[src/rtl/cla_pkg.sv]
package cla_pkg;

    // Nibble size of a lookahead group; the network layout assumes 32 bits.
    localparam int GRP_W   = 4;
    localparam int DATA_W  = 32;
    localparam int NGRP    = DATA_W / GRP_W;
    localparam int HALF_G  = NGRP / 2;

    // Generate / propagate / kill triple; exactly one field is set.
    typedef struct packed {
        logic gen;
        logic prop;
        logic kill;
    } gpk_t;

    // Per-bit flags: propagate is XOR so the triple stays exclusive.
    function automatic gpk_t bit_flags(input logic a, input logic b);
        gpk_t f;
        f.gen  = a & b;
        f.prop = a ^ b;
        f.kill = ~(a | b);
        return f;
    endfunction

    // Merge a higher span onto a lower adjacent span.
    function automatic gpk_t merge_span(input gpk_t hi, input gpk_t lo);
        gpk_t f;
        f.gen  = hi.gen  | (hi.prop & lo.gen);
        f.prop = hi.prop & lo.prop;
        f.kill = hi.kill | (hi.prop & lo.kill);
        return f;
    endfunction

endpackage

[src/rtl/cla_bit_cell.sv]
module cla_bit_cell
    import cla_pkg::*;
(
    input  logic a,
    input  logic b,
    output gpk_t flags
);

    assign flags = bit_flags(a, b);

endmodule

[src/rtl/cla_lookahead.sv]
// Multi-output lookahead cell over at most four adjacent terms.
// span  : combined flags of all N terms
// cout  : carry out of each term, given the carry into term 0
module cla_lookahead
    import cla_pkg::*;
#(
    parameter int N = 4
) (
    input  gpk_t [N-1:0] term,
    input  logic         cin,
    output gpk_t         span,
    output logic [N-1:0] cout
);

    gpk_t [N-1:0] pre;

    assign pre[0] = term[0];

    generate
        for (genvar j = 1; j < N; j++) begin : g_pre
            assign pre[j] = merge_span(term[j], pre[j-1]);
        end
        for (genvar j = 0; j < N; j++) begin : g_cout
            assign cout[j] = pre[j].gen | (pre[j].prop & cin);
        end
    endgenerate

    assign span = pre[N-1];

    always_comb begin
        for (int j = 0; j < N; j++) begin
            p_term_onehot_r4: assert ($onehot({term[j].gen, term[j].prop, term[j].kill}));
            p_prefix_onehot_r4: assert ($onehot({pre[j].gen, pre[j].prop, pre[j].kill}));
        end
    end

endmodule

[src/rtl/cla32_core.sv]
// Four-layer combinational carry lookahead network.
module cla32_core
    import cla_pkg::*;
(
    input  logic [DATA_W-1:0] a,
    input  logic [DATA_W-1:0] b,
    input  logic              cin,
    output logic [DATA_W-1:0] sum,
    output logic              cout,
    output logic [NGRP-1:0]   grp_gen,
    output logic [NGRP-1:0]   grp_prop,
    output logic [NGRP-1:0]   grp_kill,
    output logic [NGRP-1:0]   grp_cin
);

    gpk_t [DATA_W-1:0]   bitf;
    gpk_t [NGRP-1:0]     grp;
    logic [DATA_W-1:0]   bit_cout;
    logic [DATA_W-1:0]   bit_cin;
    logic [HALF_G-2:0]   c_mid;
    logic [HALF_G-1:0]   c_hi;
    gpk_t                mid_span;
    gpk_t                hi_span;

    // Layer 1: per-bit flags
    generate
        for (genvar i = 0; i < DATA_W; i++) begin : g_bit
            cla_bit_cell u_bit (
                .a     (a[i]),
                .b     (b[i]),
                .flags (bitf[i])
            );
        end
    endgenerate

    // Layer 2 (and in-nibble carries for layer 4): one cell per nibble
    generate
        for (genvar j = 0; j < NGRP; j++) begin : g_grp
            cla_lookahead #(.N(GRP_W)) u_grp (
                .term (bitf[GRP_W*j +: GRP_W]),
                .cin  (grp_cin[j]),
                .span (grp[j]),
                .cout (bit_cout[GRP_W*j +: GRP_W])
            );
        end
    endgenerate

    // Layer 3a: carries at 8, 12, 16 from the carry at 4
    cla_lookahead #(.N(HALF_G-1)) u_mid (
        .term (grp[HALF_G-1:1]),
        .cin  (grp_cin[1]),
        .span (mid_span),
        .cout (c_mid)
    );

    // Layer 3b: spans from bit 16 to 19, 23, 27, 31; carries 20..32
    cla_lookahead #(.N(HALF_G)) u_hi (
        .term (grp[NGRP-1:HALF_G]),
        .cin  (grp_cin[HALF_G]),
        .span (hi_span),
        .cout (c_hi)
    );

    always_comb begin
        grp_cin[0] = cin;
        grp_cin[1] = bit_cout[GRP_W-1];
        for (int j = 0; j < HALF_G-1; j++) begin
            grp_cin[j+2] = c_mid[j];
        end
        for (int j = 0; j < HALF_G-1; j++) begin
            grp_cin[HALF_G+1+j] = c_hi[j];
        end
    end

    assign cout = c_hi[HALF_G-1];

    always_comb begin
        for (int j = 0; j < NGRP; j++) begin
            grp_gen[j]  = grp[j].gen;
            grp_prop[j] = grp[j].prop;
            grp_kill[j] = grp[j].kill;
        end
    end

    // Layer 4: sum stage
    always_comb begin
        for (int i = 0; i < DATA_W; i++) begin
            if ((i % GRP_W) == 0) bit_cin[i] = grp_cin[i / GRP_W];
            else                  bit_cin[i] = bit_cout[i-1];
            sum[i] = bitf[i].prop ^ bit_cin[i];
        end
    end

    // Checks across separately built parts of the network
    always_comb begin
        p_sum_value_r2: assert ({cout, sum} == ({1'b0, a} + {1'b0, b} + {{DATA_W{1'b0}}, cin}));
        p_cout_ripple_r6: assert (cout == bit_cout[DATA_W-1]);
        p_span_onehot_r4: assert ($onehot({mid_span.gen, mid_span.prop, mid_span.kill})
                                  && $onehot({hi_span.gen, hi_span.prop, hi_span.kill}));
        for (int j = 1; j < NGRP; j++) begin
            p_grp_carry_r5: assert (grp_cin[j] == bit_cout[GRP_W*j-1]);
        end
        for (int j = 0; j < NGRP; j++) begin
            p_grp_onehot_r4: assert ($onehot({grp_gen[j], grp_prop[j], grp_kill[j]}));
        end
    end

endmodule

[src/rtl/cla_adder32.sv]
// Registered wrapper: input stage, lookahead core, output stage.
module cla_adder32
    import cla_pkg::*;
#(
    parameter int WIDTH = DATA_W,
    localparam int NG   = WIDTH / GRP_W
) (
    input  logic             clk,
    input  logic             rst,
    input  logic [WIDTH-1:0] op_a,
    input  logic [WIDTH-1:0] op_b,
    input  logic             carry_in,
    output logic [WIDTH-1:0] sum,
    output logic             carry_out,
    output logic [NG-1:0]    dbg_grp_gen,
    output logic [NG-1:0]    dbg_grp_prop,
    output logic [NG-1:0]    dbg_grp_kill,
    output logic [NG-1:0]    dbg_grp_cin
);

    logic [WIDTH-1:0] a_q;
    logic [WIDTH-1:0] b_q;
    logic             cin_q;

    logic [WIDTH-1:0] core_sum;
    logic             core_cout;
    logic [NG-1:0]    core_gen;
    logic [NG-1:0]    core_prop;
    logic [NG-1:0]    core_kill;
    logic [NG-1:0]    core_cin;

    // Input stage
    always_ff @(posedge clk) begin
        if (rst) begin
            a_q   <= '0;
            b_q   <= '0;
            cin_q <= 1'b0;
        end else begin
            a_q   <= op_a;
            b_q   <= op_b;
            cin_q <= carry_in;
        end
    end

    cla32_core u_core (
        .a        (a_q),
        .b        (b_q),
        .cin      (cin_q),
        .sum      (core_sum),
        .cout     (core_cout),
        .grp_gen  (core_gen),
        .grp_prop (core_prop),
        .grp_kill (core_kill),
        .grp_cin  (core_cin)
    );

    // Output stage
    always_ff @(posedge clk) begin
        if (rst) begin
            sum          <= '0;
            carry_out    <= 1'b0;
            dbg_grp_gen  <= '0;
            dbg_grp_prop <= '0;
            dbg_grp_kill <= '0;
            dbg_grp_cin  <= '0;
        end else begin
            sum          <= core_sum;
            carry_out    <= core_cout;
            dbg_grp_gen  <= core_gen;
            dbg_grp_prop <= core_prop;
            dbg_grp_kill <= core_kill;
            dbg_grp_cin  <= core_cin;
        end
    end

endmodule

[config.mk]
export PLATFORM = sky130hd
export DESIGN_NAME = cla_adder32
export DESIGN_NICKNAME = d
export VERILOG_FILES = /design/src/rtl/cla_pkg.sv /design/src/rtl/cla_bit_cell.sv /design/src/rtl/cla_lookahead.sv /design/src/rtl/cla32_core.sv /design/src/rtl/cla_adder32.sv
export SDC_FILE = /design/constraint.sdc
export NUM_CORES = 1
export LEC_CHECK = 0
export ABC_AREA = 1
export BUFFER_PORTS_ARGS = -buffer_cell sky130_fd_sc_hd__buf_2
export CAP_MARGIN = 20
export CORE_ASPECT_RATIO = 1.4
export CORE_MARGIN = 3
export CORE_UTILIZATION = 54
export CTS_CLUSTER_SIZE = 14
export DETAILED_ROUTE_END_ITERATION = 10
export GPL_ROUTABILITY_DRIVEN = 0
export GPL_TIMING_DRIVEN = 0
export PLACE_DENSITY = 0.87
export SLEW_MARGIN = 10
export SYNTH_ARGS = -nofsm -noshare
export SYNTH_HDL_FRONTEND = slang
export SYNTH_SLANG_ARGS = --single-unit
[constraint.sdc]
create_clock -name clk -period 2.7 [get_ports clk]
set_input_delay 0.405 -clock clk [delete_from_list [all_inputs] [get_ports clk]]
set_output_delay 0.405 -clock clk [all_outputs]
set_load 0.05 [all_outputs]
==> metrics.md, run 1 <==
| Metric | Value |
|---|---|
| Tot GR Track Use | `22.5%` |
| Layout cells sized above 1 | `22.2%` |
| Post-CTS Hold Buffers | `0` |
| Number of clock sinks | `130` |
| Clock latency reported for the late side of the worst-skew pair | `0.42 ns` |
| Kind of start point of the critical path | `flop` |
| Crit Path Class | `flop to flop` |
| Run status | `finished, final reports clean` |
| Remaining max-slew budget at the tightest pin | `54.3%` |
| Total power divided by cell area | `698 nW/um^2` |
| Vias | `4,567` |
| Top post-synthesis cells by area | `dfxtp_1 46%, ha_1 14%, inv_1 12%` |
| IO Count | `132` |
| DRT Wirelength | `12,800 microns` |
| First drt pass iteration count | `4` |
| Full die area | `11,800 sq um` |
| Placed Cells | `957` |
| Global-route wire length before repair | `20,500 microns` |
| WP data arrival | `2.83 ns` |
| Number of antenna violations at the first check in global routing | `1` |
| Global route total overflow | `0` |
| DR WL/cell | `12.9 microns` |
| Post-route non-filler standard cell count | `989` |
| Required time of the critical path | `2.97 ns` |
| Worst-Margin Slew | `0.685 ns` |
| H-tree levels | `4` |
| Final core area utilization | `70.3%` |
| Cell count after synthesis | `691` |
| Summed negative setup slack over all endpoints | `0 ns` |
| Share of the clock period used by the worst path | `94.7%` |
| Antenna-violating nets left | `0` |
| Number of global-route vias before repair | `4,527` |
| Height of the die | `127 microns` |
| Core area | `10,100 sq um` |
| DRC viols | `0` |
| Syn_nets | `830` |
| Endpoint class of the critical path | `flop` |
| Clock tree root driver cell | `clkbuf_16` |
| Final hold violation count | `0` |
| Synthesized cell area | `5680 sq um` |
| Area used by multi-input combinational logic | `2370 sq um` |
| Clk buf depth | `2` |
| Average footprint of a synthesized cell | `8.22 sq um` |
| Clock tree from TritonCTS | `built` |
| Number of pins exceeding their max-slew limit in the final report | `0` |
| Yosys reg bits | `130` |
| Total power consumption of the routed design | `4.94 mW` |
| Count of flip-flops with a built-in enable after synthesis | `0` |
| Post-synth ARST share | `0%` |
| Nets@finish | `981` |
| Vias per cell | `4.62` |
| Cell type with the highest aggregate area in the netlist | `dfxtp_1` |
| Peak fanout along the critical path | `6` |
| Clock transition at path regs | `0.06 ns` |
| Growth of design area from synthesis to finish | `24.6%` |
| Maximum number of pins on one net before global-route repair | `17` |
| Total clock buffers created by CTS | `17` |
| Minimum clock period after layout | `2.56 ns` |
| Class of the worst hold path | `primary input to flop` |
| Number of violations reported at the end of detailed-routing iteration 0 | `214` |
| Std-Cell Rows | `43` |
| Largest voltage drop on the vdd net | `0.435 mV` |
| Width of the die | `92.7 microns` |
| Total area of sequential cells | `2600 sq um` |
| Final HPWL from detailed placement | `9070 microns` |
| # setup viols final | `0` |
| Standby leakage power | `3.92 nW` |
| Fill count | `757` |
| Total of warnings raised by yosys | `0` |
| Netlist cell types | `28` |
| Leading register cell type out of synthesis | `dfxtp_1` |
| Max Clk Rate | `391 MHz` |
| Number of buffers inserted by port buffering | `131` |
| Setup repair after global routing missed its margin | `no` |
| Top-count cell post-synth | `inv_1` |
| Sequential element share of the synthesized area | `45.8%` |
| Maxcap violations | `0` |
| Initial standard-cell utilization of the core | `56.4%` |
| Setup clock skew after layout | `0.00781 ns` |
| Commonest cells in the netlist | `183 x inv_1, 136 x nor2_1, 130 x dfxtp_1` |
| Area share of the leading cell type in the synthesized netlist | `45.8%` |
## worst paths after layout
path | start | end | slack [ns] | cells past startpoint
setup / recovery | a_q[1] | sum[17] | 0.14 | 12
hold / removal | op_a[8] | a_q[8] | 0.18 | 3
setup reg to reg | a_q[1] | sum[17] | 0.14 | 12
hold reg to reg | cin_q | dbg_grp_cin[0] | 0.53 | 2
## layout make-up
cell class                      instances  share of cell area, %
Antenna cell                            1                 0.0354
Buffer                                 14                  0.760
Clock buffer                           25                   6.72
Clock inverter                          5                  0.778
Inverter                              183                   9.71
Multi-Input combinational cell        364                   33.5
Sequential cell                       130                   36.8
Tap cell                              135                   2.39
Timing Repair Buffer                  132                   9.37
## cell usage in the layout (no fill, tap or decap), types with 3 or more instances in the layout
cell	count
clkbuf_16	17
xor2_1	5
o21ai_1	4
nand3_1	11
dfxtp_1	129
a21oi_1	32
nand2_2	16
nor2_1	135
a21oi_2	4
buf_2	132
ha_1	62
nand2_1	43
a31oi_1	3
o21ai_0	11
fa_1	8
nor3_1	3
nand2_4	3
clkbuf_1	19
a21o_1	5
inv_1	183
## worst max-delay path, cell delays in order, from the launching register on
cell and delay, ns:
dfxtp_1 0.33, inv_1 0.05, ha_1 0.35, a21oi_2 0.18, o21ai_1 0.08, nand2_1 0.09
nand3_2 0.14, nand2_1 0.14, nand3_4 0.14, buf_4 0.18, fa_1 0.47, xnor2_2 0.19
nor2_1 0.07
## stage by stage
step | instance area (sq um) | hold WS (ns) | setup WS (ns)
floorplan | 5680 | 0.474 | 0.450
global placement | 6500 | 0.516 | 0.200
detailed placement | 6500 | 0.510 | 0.0737
CTS | 7030 | 0.180 | 0.0209
global route | 7080 | 0.189 | 0.00771
finish | 7080 | 0.185 | 0.143
## where the power goes
group | leakage [nW] | internal [mW] | total (mW) | switching, mW
logic | 2.59 | 0.234 | 0.780 | 0.546
registers | 1.08 | 2.04 | 2.09 | 0.0496
clock network | 0.253 | 1.30 | 2.07 | 0.771
## cell families after synthesis
logic type                 share of synthesized area, %
and+or+nand+nor                                    16.4
buffers and inverters                              13.0
DFF                                                45.8
adders and majority gates                          16.9
AOI/OAI and AO/OA                                  6.61
xor gates and xnor gates                           1.23
## state kept, by name, indices dropped and copies added, names as in the netlist
name,cells
dbg_grp_kill,8
dbg_grp_prop,8
a_q,32
cin_q,1
sum,32
b_q,32
carry_out,1
dbg_grp_gen,8
dbg_grp_cin,8
## repair_timing
item | CTS | global route
gates resized for setup | 0 | 8
endpoints found under the setup margin | 0 | 8
buffers inserted | 0 | 1
## per-layer routing
layer  wire length (microns)  global-route usage, %  vias to the layer above
met4                     408                   11.3                        0
met2                    6850                   42.0                      156
met1                    4790                   23.1                     2052
met5                       0                      0                        -
li1                        -                      -                     2328
met3                     732                   5.42                       31
Note: power is estimated with default switching activity, not from simulation.
==> run 2, diff against run 1 <==
--- a/config.mk
+++ b/config.mk
@@ -5,7 +5,6 @@
 export SDC_FILE = /design/constraint.sdc
 export NUM_CORES = 1
 export LEC_CHECK = 0
-export ABC_AREA = 1
 export BUFFER_PORTS_ARGS = -buffer_cell sky130_fd_sc_hd__buf_2
 export CAP_MARGIN = 20
 export CORE_ASPECT_RATIO = 1.4
==> metrics.md, run 2 <==
| Metric | Value |
|---|---|
| Number of antenna violations at the first check in global routing | `0 (was 1)` |
| Clock latency reported for the late side of the worst-skew pair | `0.41 ns (was 0.42 ns)` |
| Standby leakage power | `3.62 nW (was 3.92 nW)` |
| Cell type with the highest aggregate area in the netlist | `dfxtp_1 (unchanged)` |
| Antenna-violating nets left | `0 (unchanged)` |
| Area after DPL | `6700 sq um (was 6500 sq um)` |
| Registers with the most flip-flops | `a_q: 32 flops, b_q: 32 flops, sum: 32 flops (unchanged)` |
| Share of the clock period used by the worst path | `97.2% (was 94.7%)` |
| Synthesized cell area | `5870 sq um (was 5680 sq um)` |
| Maxcap violations | `0 (unchanged)` |
| Initial standard-cell utilization of the core | `55.8% (was 56.4%)` |
| Number of buffers inserted by port buffering | `131 (unchanged)` |
| Total area of sequential cells | `2600 sq um (about the same)` |
| Worst Setup Slack, final | `0.0743 ns (was 0.143 ns)` |
| Total clock buffers created by CTS | `17 (unchanged)` |
| Fill count | `724 (was 757)` |
| Width of the die | `94.1 microns (was 92.7 microns)` |
| Number of pins exceeding their max-slew limit in the final report | `0 (unchanged)` |
| Syn_nets | `743 (was 830)` |
| Number of global-route vias before repair | `4,973 (was 4,527)` |
| Post-synth ARST share | `0% (unchanged)` |
| WP data arrival | `2.96 ns (was 2.83 ns)` |
| Growth of design area from synthesis to finish | `27.7% (was 24.6%)` |
| Maximum number of pins on one net before global-route repair | `17 (unchanged)` |
| Global route total overflow | `0 (unchanged)` |
| Count of flip-flops with a built-in enable after synthesis | `0 (unchanged)` |
| Class of the worst hold path | `primary input to flop (unchanged)` |
| Setup repair after global routing missed its margin | `yes (was no)` |
| First drt pass iteration count | `6 (was 4)` |
| Nets@finish | `901 (was 981)` |
| Leading register cell type out of synthesis | `dfxtp_1 (unchanged)` |
| Total power divided by cell area | `720 nW/um^2 (was 698 nW/um^2)` |
| Average footprint of a synthesized cell | `9.72 sq um (was 8.22 sq um)` |
| Number of violations reported at the end of detailed-routing iteration 0 | `272 (was 214)` |
| Core area | `10,500 sq um (was 10,100 sq um)` |
| DRC viols | `0 (unchanged)` |
| DR WL/cell | `16.0 microns (was 12.9 microns)` |
| H-tree levels | `4 (unchanged)` |
| Std-Cell Rows | `44 (was 43)` |
| Tot GR Track Use | `24.8% (was 22.5%)` |
| Most common cell after layout, fill and taps aside | `buf_2 (was inv_1)` |
| Minimum clock period after layout | `2.63 ns (was 2.56 ns)` |
| Yosys reg bits | `130 (unchanged)` |
| Number of antenna repair diodes | `0 (was 1)` |
| Setup clock skew after layout | `0.00848 ns (was 0.00781 ns)` |
| Vias per cell | `5.11 (was 4.62)` |
| Area share of the leading cell type in the synthesized netlist | `44.3% (was 45.8%)` |
| Clk buf depth | `2 (unchanged)` |
| Clock tree from TritonCTS | `built (unchanged)` |
| Max Clk Rate | `381 MHz (was 391 MHz)` |
| Global-route wire length before repair | `22,700 microns (was 20,500 microns)` |
| Netlist cell types | `54 (was 28)` |
| Area used by multi-input combinational logic | `3050 sq um (was 2370 sq um)` |
| Kind of start point of the critical path | `flop (unchanged)` |
| Full die area | `12,200 sq um (was 11,800 sq um)` |
| Number of clock sinks | `130 (unchanged)` |
| Top post-synthesis cells by area | `dfxtp_1 44%, ha_1 14%, nor2b_1 8.2% (was dfxtp_1 46%, ha_1 14%, inv_1 12%)` |
| Largest voltage drop on the vdd net | `0.439 mV (was 0.435 mV)` |
| Top-count cell post-synth | `dfxtp_1 (was inv_1)` |
| Layout cells sized above 1 | `27.5% (was 22.2%)` |
| Crit Path Class | `flop to flop (unchanged)` |
| IO Count | `132 (unchanged)` |
| Endpoint class of the critical path | `flop (unchanged)` |
| Vias | `4,668 (was 4,567)` |
| Worst-Margin Slew | `0.731 ns (was 0.685 ns)` |
| Commonest non-fill, non-tap cells in the layout | `133 x buf_2, 130 x dfxtp_1, 77 x nor2b_1 (was 183 x inv_1, 135 x nor2_1, 132 x buf_2)` |
| Final HPWL from detailed placement | `10,300 microns (was 9070 microns)` |
| Clock transition at path regs | `0.06 ns (about the same)` |
| Summed area of non-filler cells in the final layout | `7490 sq um (was 7080 sq um)` |
| DRT Wirelength | `14,600 microns (was 12,800 microns)` |
| Clock tree root driver cell | `clkbuf_16 (unchanged)` |
| Total of warnings raised by yosys | `0 (unchanged)` |
| Commonest cells in the netlist | `130 x dfxtp_1, 77 x nor2b_1, 69 x nor2_1 (was 183 x inv_1, 136 x nor2_1, 130 x dfxtp_1)` |
| Run status | `finished, final reports clean (unchanged)` |
| Worst slack at placement | `-0.164 ns (was 0.0737 ns)` |
| Final hold violation count | `0 (unchanged)` |
| Peak fanout along the critical path | `8 (was 6)` |
| Sequential element share of the synthesized area | `44.3% (was 45.8%)` |
| # setup viols final | `0 (unchanged)` |
| Remaining max-slew budget at the tightest pin | `51.3% (was 54.3%)` |
| Height of the die | `129 microns (was 127 microns)` |
| Required time of the critical path | `3.03 ns (was 2.97 ns)` |
| Cell count after synthesis | `604 (was 691)` |
| Summed negative setup slack over all endpoints | `0 ns (unchanged)` |
## run 2: cell types whose count changed after synthesis, sizes merged, moves of 6 or more
| cell | delta |
|---|---|
| nand2 | -47 |
| mux2 | +6 |
| o21ai | -7 |
| nor3 | +11 |
| nor2b | +77 |
| nor2 | -67 |
| a21o | +22 |
| inv | -115 |
| nand4 | +6 |
| nand3 | -8 |
## run 2: repair_timing
| action | CTS | global route |
|---|---|---|
| pin swaps | 2 | 10 |
| hold buffers | 0 | 0 |
| setup buffers | 2 | 6 |
| resized for setup | 5 | 19 |
| endpoints found under the setup margin | 8 | 10 |
## run 2: worst max-delay path, stage by stage, from the launching register on
cell and delay [ns]:
dfxtp_1 0.35, inv_1 0.11, ha_4 0.28, a211oi_4 0.28, o21ai_2 0.14, a2bb2oi_4 0.25
nand2_4 0.14, nor2_2 0.18, nor2_2 0.06, fa_1 0.58, nor2b_1 0.17
## run 2: routing by layer
metal | track usage, % | part of all wire, % | vias up
met4 | 14.9 | 4.2 | 0
met1 | 24.0 | 37 | 2182
met3 | 5.98 | 4.9 | 51
met2 | 46.7 | 53 | 171
met5 | 0 | 0 | -
li1 | - | - | 2264
## run 2: area by class of cell
type	count	area share, %
plain buffers	18	0.935
clock buffers	23	6.38
clock inverters	9	2.02
inverters	68	3.41
multi-input cells	388	40.7
flip-flops and latches	130	34.7
well taps	138	2.30
repair buffers	139	9.55
## run 2: cells by family (layout without fill, tap and decap cells)
kind of cell	Yosys count	after routing	synth area share (%)
DFF	130	130	44.3
xor gates and xnor gates	16	16	2.39
muxes	6	6	1.15
and+or+nand+nor	199	199	18.1
buffers and inverters	86	257	5.54
adders and majority gates	72	72	16.4
AOI/OAI and AO/OA	95	95	12.2
## run 2: power breakdown
part	internal (mW)	switching (mW)	total, mW
combinational	0.295	0.590	0.885
sequential	2.04	0.0536	2.09
clock	1.62	0.798	2.41
total	3.95	1.44	5.39
## run 2: final timing paths
path / slack, ns / depth (start not counted) / from / end
max: 0.07 / 10 / a_q[0] / sum[20]
min reg2reg: 0.57 / 2 / cin_q / dbg_grp_cin[0]
min: 0.20 / 2 / op_b[9] / b_q[9]
max reg2reg: 0.07 / 10 / a_q[0] / sum[20]
## run 2: stage by stage
| step | cells | power [mW] | hold slack, ns | util, % |
|---|---|---|---|---|
| finish | 913 | 5.39 | 0.198 | 71.3 |
| global route | 913 | 5.57 | 0.192 | 71.3 |
| CTS | 907 | 5.38 | 0.189 | 70.2 |
| detailed placement | 873 | 2.97 | 0.546 | 63.7 |
| global placement | 873 | 2.94 | 0.541 | 63.7 |
| floorplan | 604 | 2.74 | 0.514 | - |
==> run 3, diff against run 2 <==
==> constraint.sdc (replaced) <==
create_clock -name clk -period 2.5 [get_ports clk]
set_input_delay 0.375 -clock clk [delete_from_list [all_inputs] [get_ports clk]]
set_output_delay 0.375 -clock clk [all_outputs]
set_load 0.02 [all_outputs]
==> metrics.md, run 3 (synthesized netlist as in run 2, its figures left out) <==
| Metric | Value |
|---|---|
| Crit Path Class | `flop to flop (unchanged)` |
| Growth of design area from synthesis to finish | `34.2% (was 27.7%)` |
| Full die area | `12,200 sq um (unchanged)` |
| Setup repair after global routing missed its margin | `yes (unchanged)` |
| Setup clock skew after layout | `0.00941 ns (was 0.00848 ns)` |
| Antenna-violating nets left | `0 (unchanged)` |
| Max Clk Rate | `397 MHz (was 381 MHz)` |
| Crit path from | `b_q[0] (was a_q[0])` |
| Critical Path, Cell by Cell | `inv_2, ha_4, a211oi_4, o21ai_2, a2bb2oi_4, nand2_4, buf_4, fa_1, xnor2_1, nor2_1 (was inv_1, ha_4, a211oi_4, o21ai_2, a2bb2oi_4, nand2_4, nor2_2, nor2_2, fa_1, nor2b_1)` |
| Number of antenna violations at the first check in global routing | `0 (unchanged)` |
| Maxcap violations | `0 (unchanged)` |
| Standby leakage power | `3.75 nW (was 3.62 nW)` |
| Final HPWL from detailed placement | `10,300 microns (unchanged)` |
| Number of global-route vias before repair | `5,067 (was 4,973)` |
| Area after DPL | `6700 sq um (unchanged)` |
| Layout cells sized above 1 | `34.0% (was 27.5%)` |
| Class of the worst hold path | `primary input to flop (unchanged)` |
| Total power divided by cell area | `733 nW/um^2 (was 720 nW/um^2)` |
| Tot GR Track Use | `25.9% (was 24.8%)` |
| Number of pins exceeding their max-slew limit in the final report | `0 (unchanged)` |
| WHS | `0.163 ns (was 0.198 ns)` |
| Clock transition at path regs | `0.06 ns (about the same)` |
| DR WL/cell | `17.4 microns (was 16.0 microns)` |
| Minimum clock period after layout | `2.52 ns (was 2.63 ns)` |
| Kind of start point of the critical path | `flop (unchanged)` |
| Clock tree from TritonCTS | `built (unchanged)` |
| Endpoint class of the critical path | `flop (unchanged)` |
| Maximum number of pins on one net before global-route repair | `17 (unchanged)` |
| Height of the die | `129 microns (unchanged)` |
| WP data arrival | `2.80 ns (was 2.96 ns)` |
| Nets@finish | `923 (was 901)` |
| Core area | `10,500 sq um (unchanged)` |
| Maximum single-stage delay on the critical path | `0.44 ns (was 0.58 ns)` |
| Clk buf depth | `2 (unchanged)` |
| Initial standard-cell utilization of the core | `55.8% (unchanged)` |
| H-tree levels | `4 (unchanged)` |
| Commonest non-fill, non-tap cells in the layout | `132 x buf_2, 119 x dfxtp_1, 76 x nor2b_1 (was 133 x buf_2, 130 x dfxtp_1, 77 x nor2b_1)` |
| Number of clock sinks | `130 (unchanged)` |
| Total power consumption of the routed design | `5.77 mW (was 5.39 mW)` |
| Number of buffers inserted by port buffering | `131 (unchanged)` |
| Number of violations reported at the end of detailed-routing iteration 0 | `273 (was 272)` |
| Start point of the worst min-delay path | `op_a[21] (was op_b[9])` |
| DRC viols | `0 (unchanged)` |
| # setup viols final | `3 (was 0)` |
| Crit path max-delay cell type | `fa_1 (unchanged)` |
| Crit Reg-Reg Startpoint | `b_q[0] (was a_q[0])` |
| Remaining max-slew budget at the tightest pin | `45.6% (was 51.3%)` |
| Required time of the critical path | `2.78 ns (was 3.03 ns)` |
| Clock latency reported for the late side of the worst-skew pair | `0.42 ns (was 0.41 ns)` |
| IO Count | `132 (unchanged)` |
| Worst Setup Slack, final | `-0.0217 ns (was 0.0743 ns)` |
| Final hold violation count | `0 (unchanged)` |
| Violations in the final reports | `negative setup slack` |
| Most common cell after layout, fill and taps aside | `buf_2 (unchanged)` |
| Worst-Margin Slew | `0.816 ns (was 0.731 ns)` |
| DRT Wirelength | `16,200 microns (was 14,600 microns)` |
| Summed negative setup slack over all endpoints | `-0.0303 ns (was 0 ns)` |
| Largest voltage drop on the vdd net | `0.470 mV (was 0.439 mV)` |
| Width of the die | `94.1 microns (unchanged)` |
| Share of the clock period used by the worst path | `101% (was 97.2%)` |
| Summed area of non-filler cells in the final layout | `7870 sq um (was 7490 sq um)` |
| Clock tree root driver cell | `clkbuf_16 (unchanged)` |
| Fill count | `659 (was 724)` |
| Registers with the most flip-flops | `a_q: 32 flops, b_q: 32 flops, sum: 32 flops (unchanged)` |
| Total clock buffers created by CTS | `17 (unchanged)` |
| Std-Cell Rows | `44 (unchanged)` |
| Vias | `4,941 (was 4,668)` |
| First drt pass iteration count | `5 (was 6)` |
| Global-route wire length before repair | `23,700 microns (was 22,700 microns)` |
| Global route total overflow | `0 (unchanged)` |
| Number of antenna repair diodes | `0 (unchanged)` |
| Post-CTS Hold Buffers | `0 (unchanged)` |
| Vias per cell | `5.28 (was 5.11)` |
| Peak fanout along the critical path | `5 (was 8)` |
| Run status | `finished, violations left (was finished, final reports clean)` |
==> run 3: layout make-up <==
class,instances,area [sq um],area share (%)
buffer,18,76.3,0.969
clock buffer,23,478,6.07
clock inverter,9,151,1.92
inverter,68,255,3.24
multi-input combinational,388,3240,41.1
sequential,130,2620,33.2
tap,138,173,2.19
timing repair buffer,161,888,11.3
==> run 3: critical path: cells and delay by family, from the launching register on <==
family / cells / cell delay [ns]
compound gates: 3 / 0.72
fa+ha+maj: 2 / 0.70
flops: 1 / 0.34
buf+inv: 2 / 0.22
xor+xnor: 1 / 0.22
simple gates: 2 / 0.19
==> run 3: metal layers <==
| metal | part of all wire, % | GRT usage, % | up-vias |
|---|---|---|---|
| li1 | - | - | 2312 |
| met1 | 35 | 25.7 | 2321 |
| met2 | 54 | 48.0 | 237 |
| met5 | 0 | 0 | - |
| met4 | 5.1 | 15.8 | 0 |
| met3 | 5.7 | 5.87 | 71 |
==> run 3: power by group <==
part	leakage (nW)	internal (mW)	switching, mW	total (mW)
clock	0.308	1.74	0.873	2.62
combinational	2.36	0.376	0.514	0.890
sequential	1.08	2.21	0.0612	2.27
==> run 3: what timing repair did <==
item                       4_1_cts  5_1_grt
setup buffers                   15       16
setup endpoints to repair       13       14
pin swaps                       16       23
gates cloned                     0        0
gates resized for setup         27       49
==> run 3: metrics by stage <==
stage | utilization, % | instances | worst slack, ns
2_1_floorplan | - | 604 | 0.0376
3_3_place_gp | 63.7 | 873 | -0.267
3_5_place_dp | 63.7 | 873 | -0.364
4_1_cts | 72.0 | 920 | 0.00278
5_1_grt | 74.9 | 935 | -0.0822
6_report | 74.9 | 935 | -0.0217
==> run 3: path summary, 6_finish.rpt <==
kind	endpoint	slack, ns	depth (start not counted)
worst max-delay path	sum[13]	-0.02	10
worst min-delay path	a_q[21]	0.16	2
worst max register to register	sum[13]	-0.02	10
worst min register to register	dbg_grp_cin[0]	0.58	2
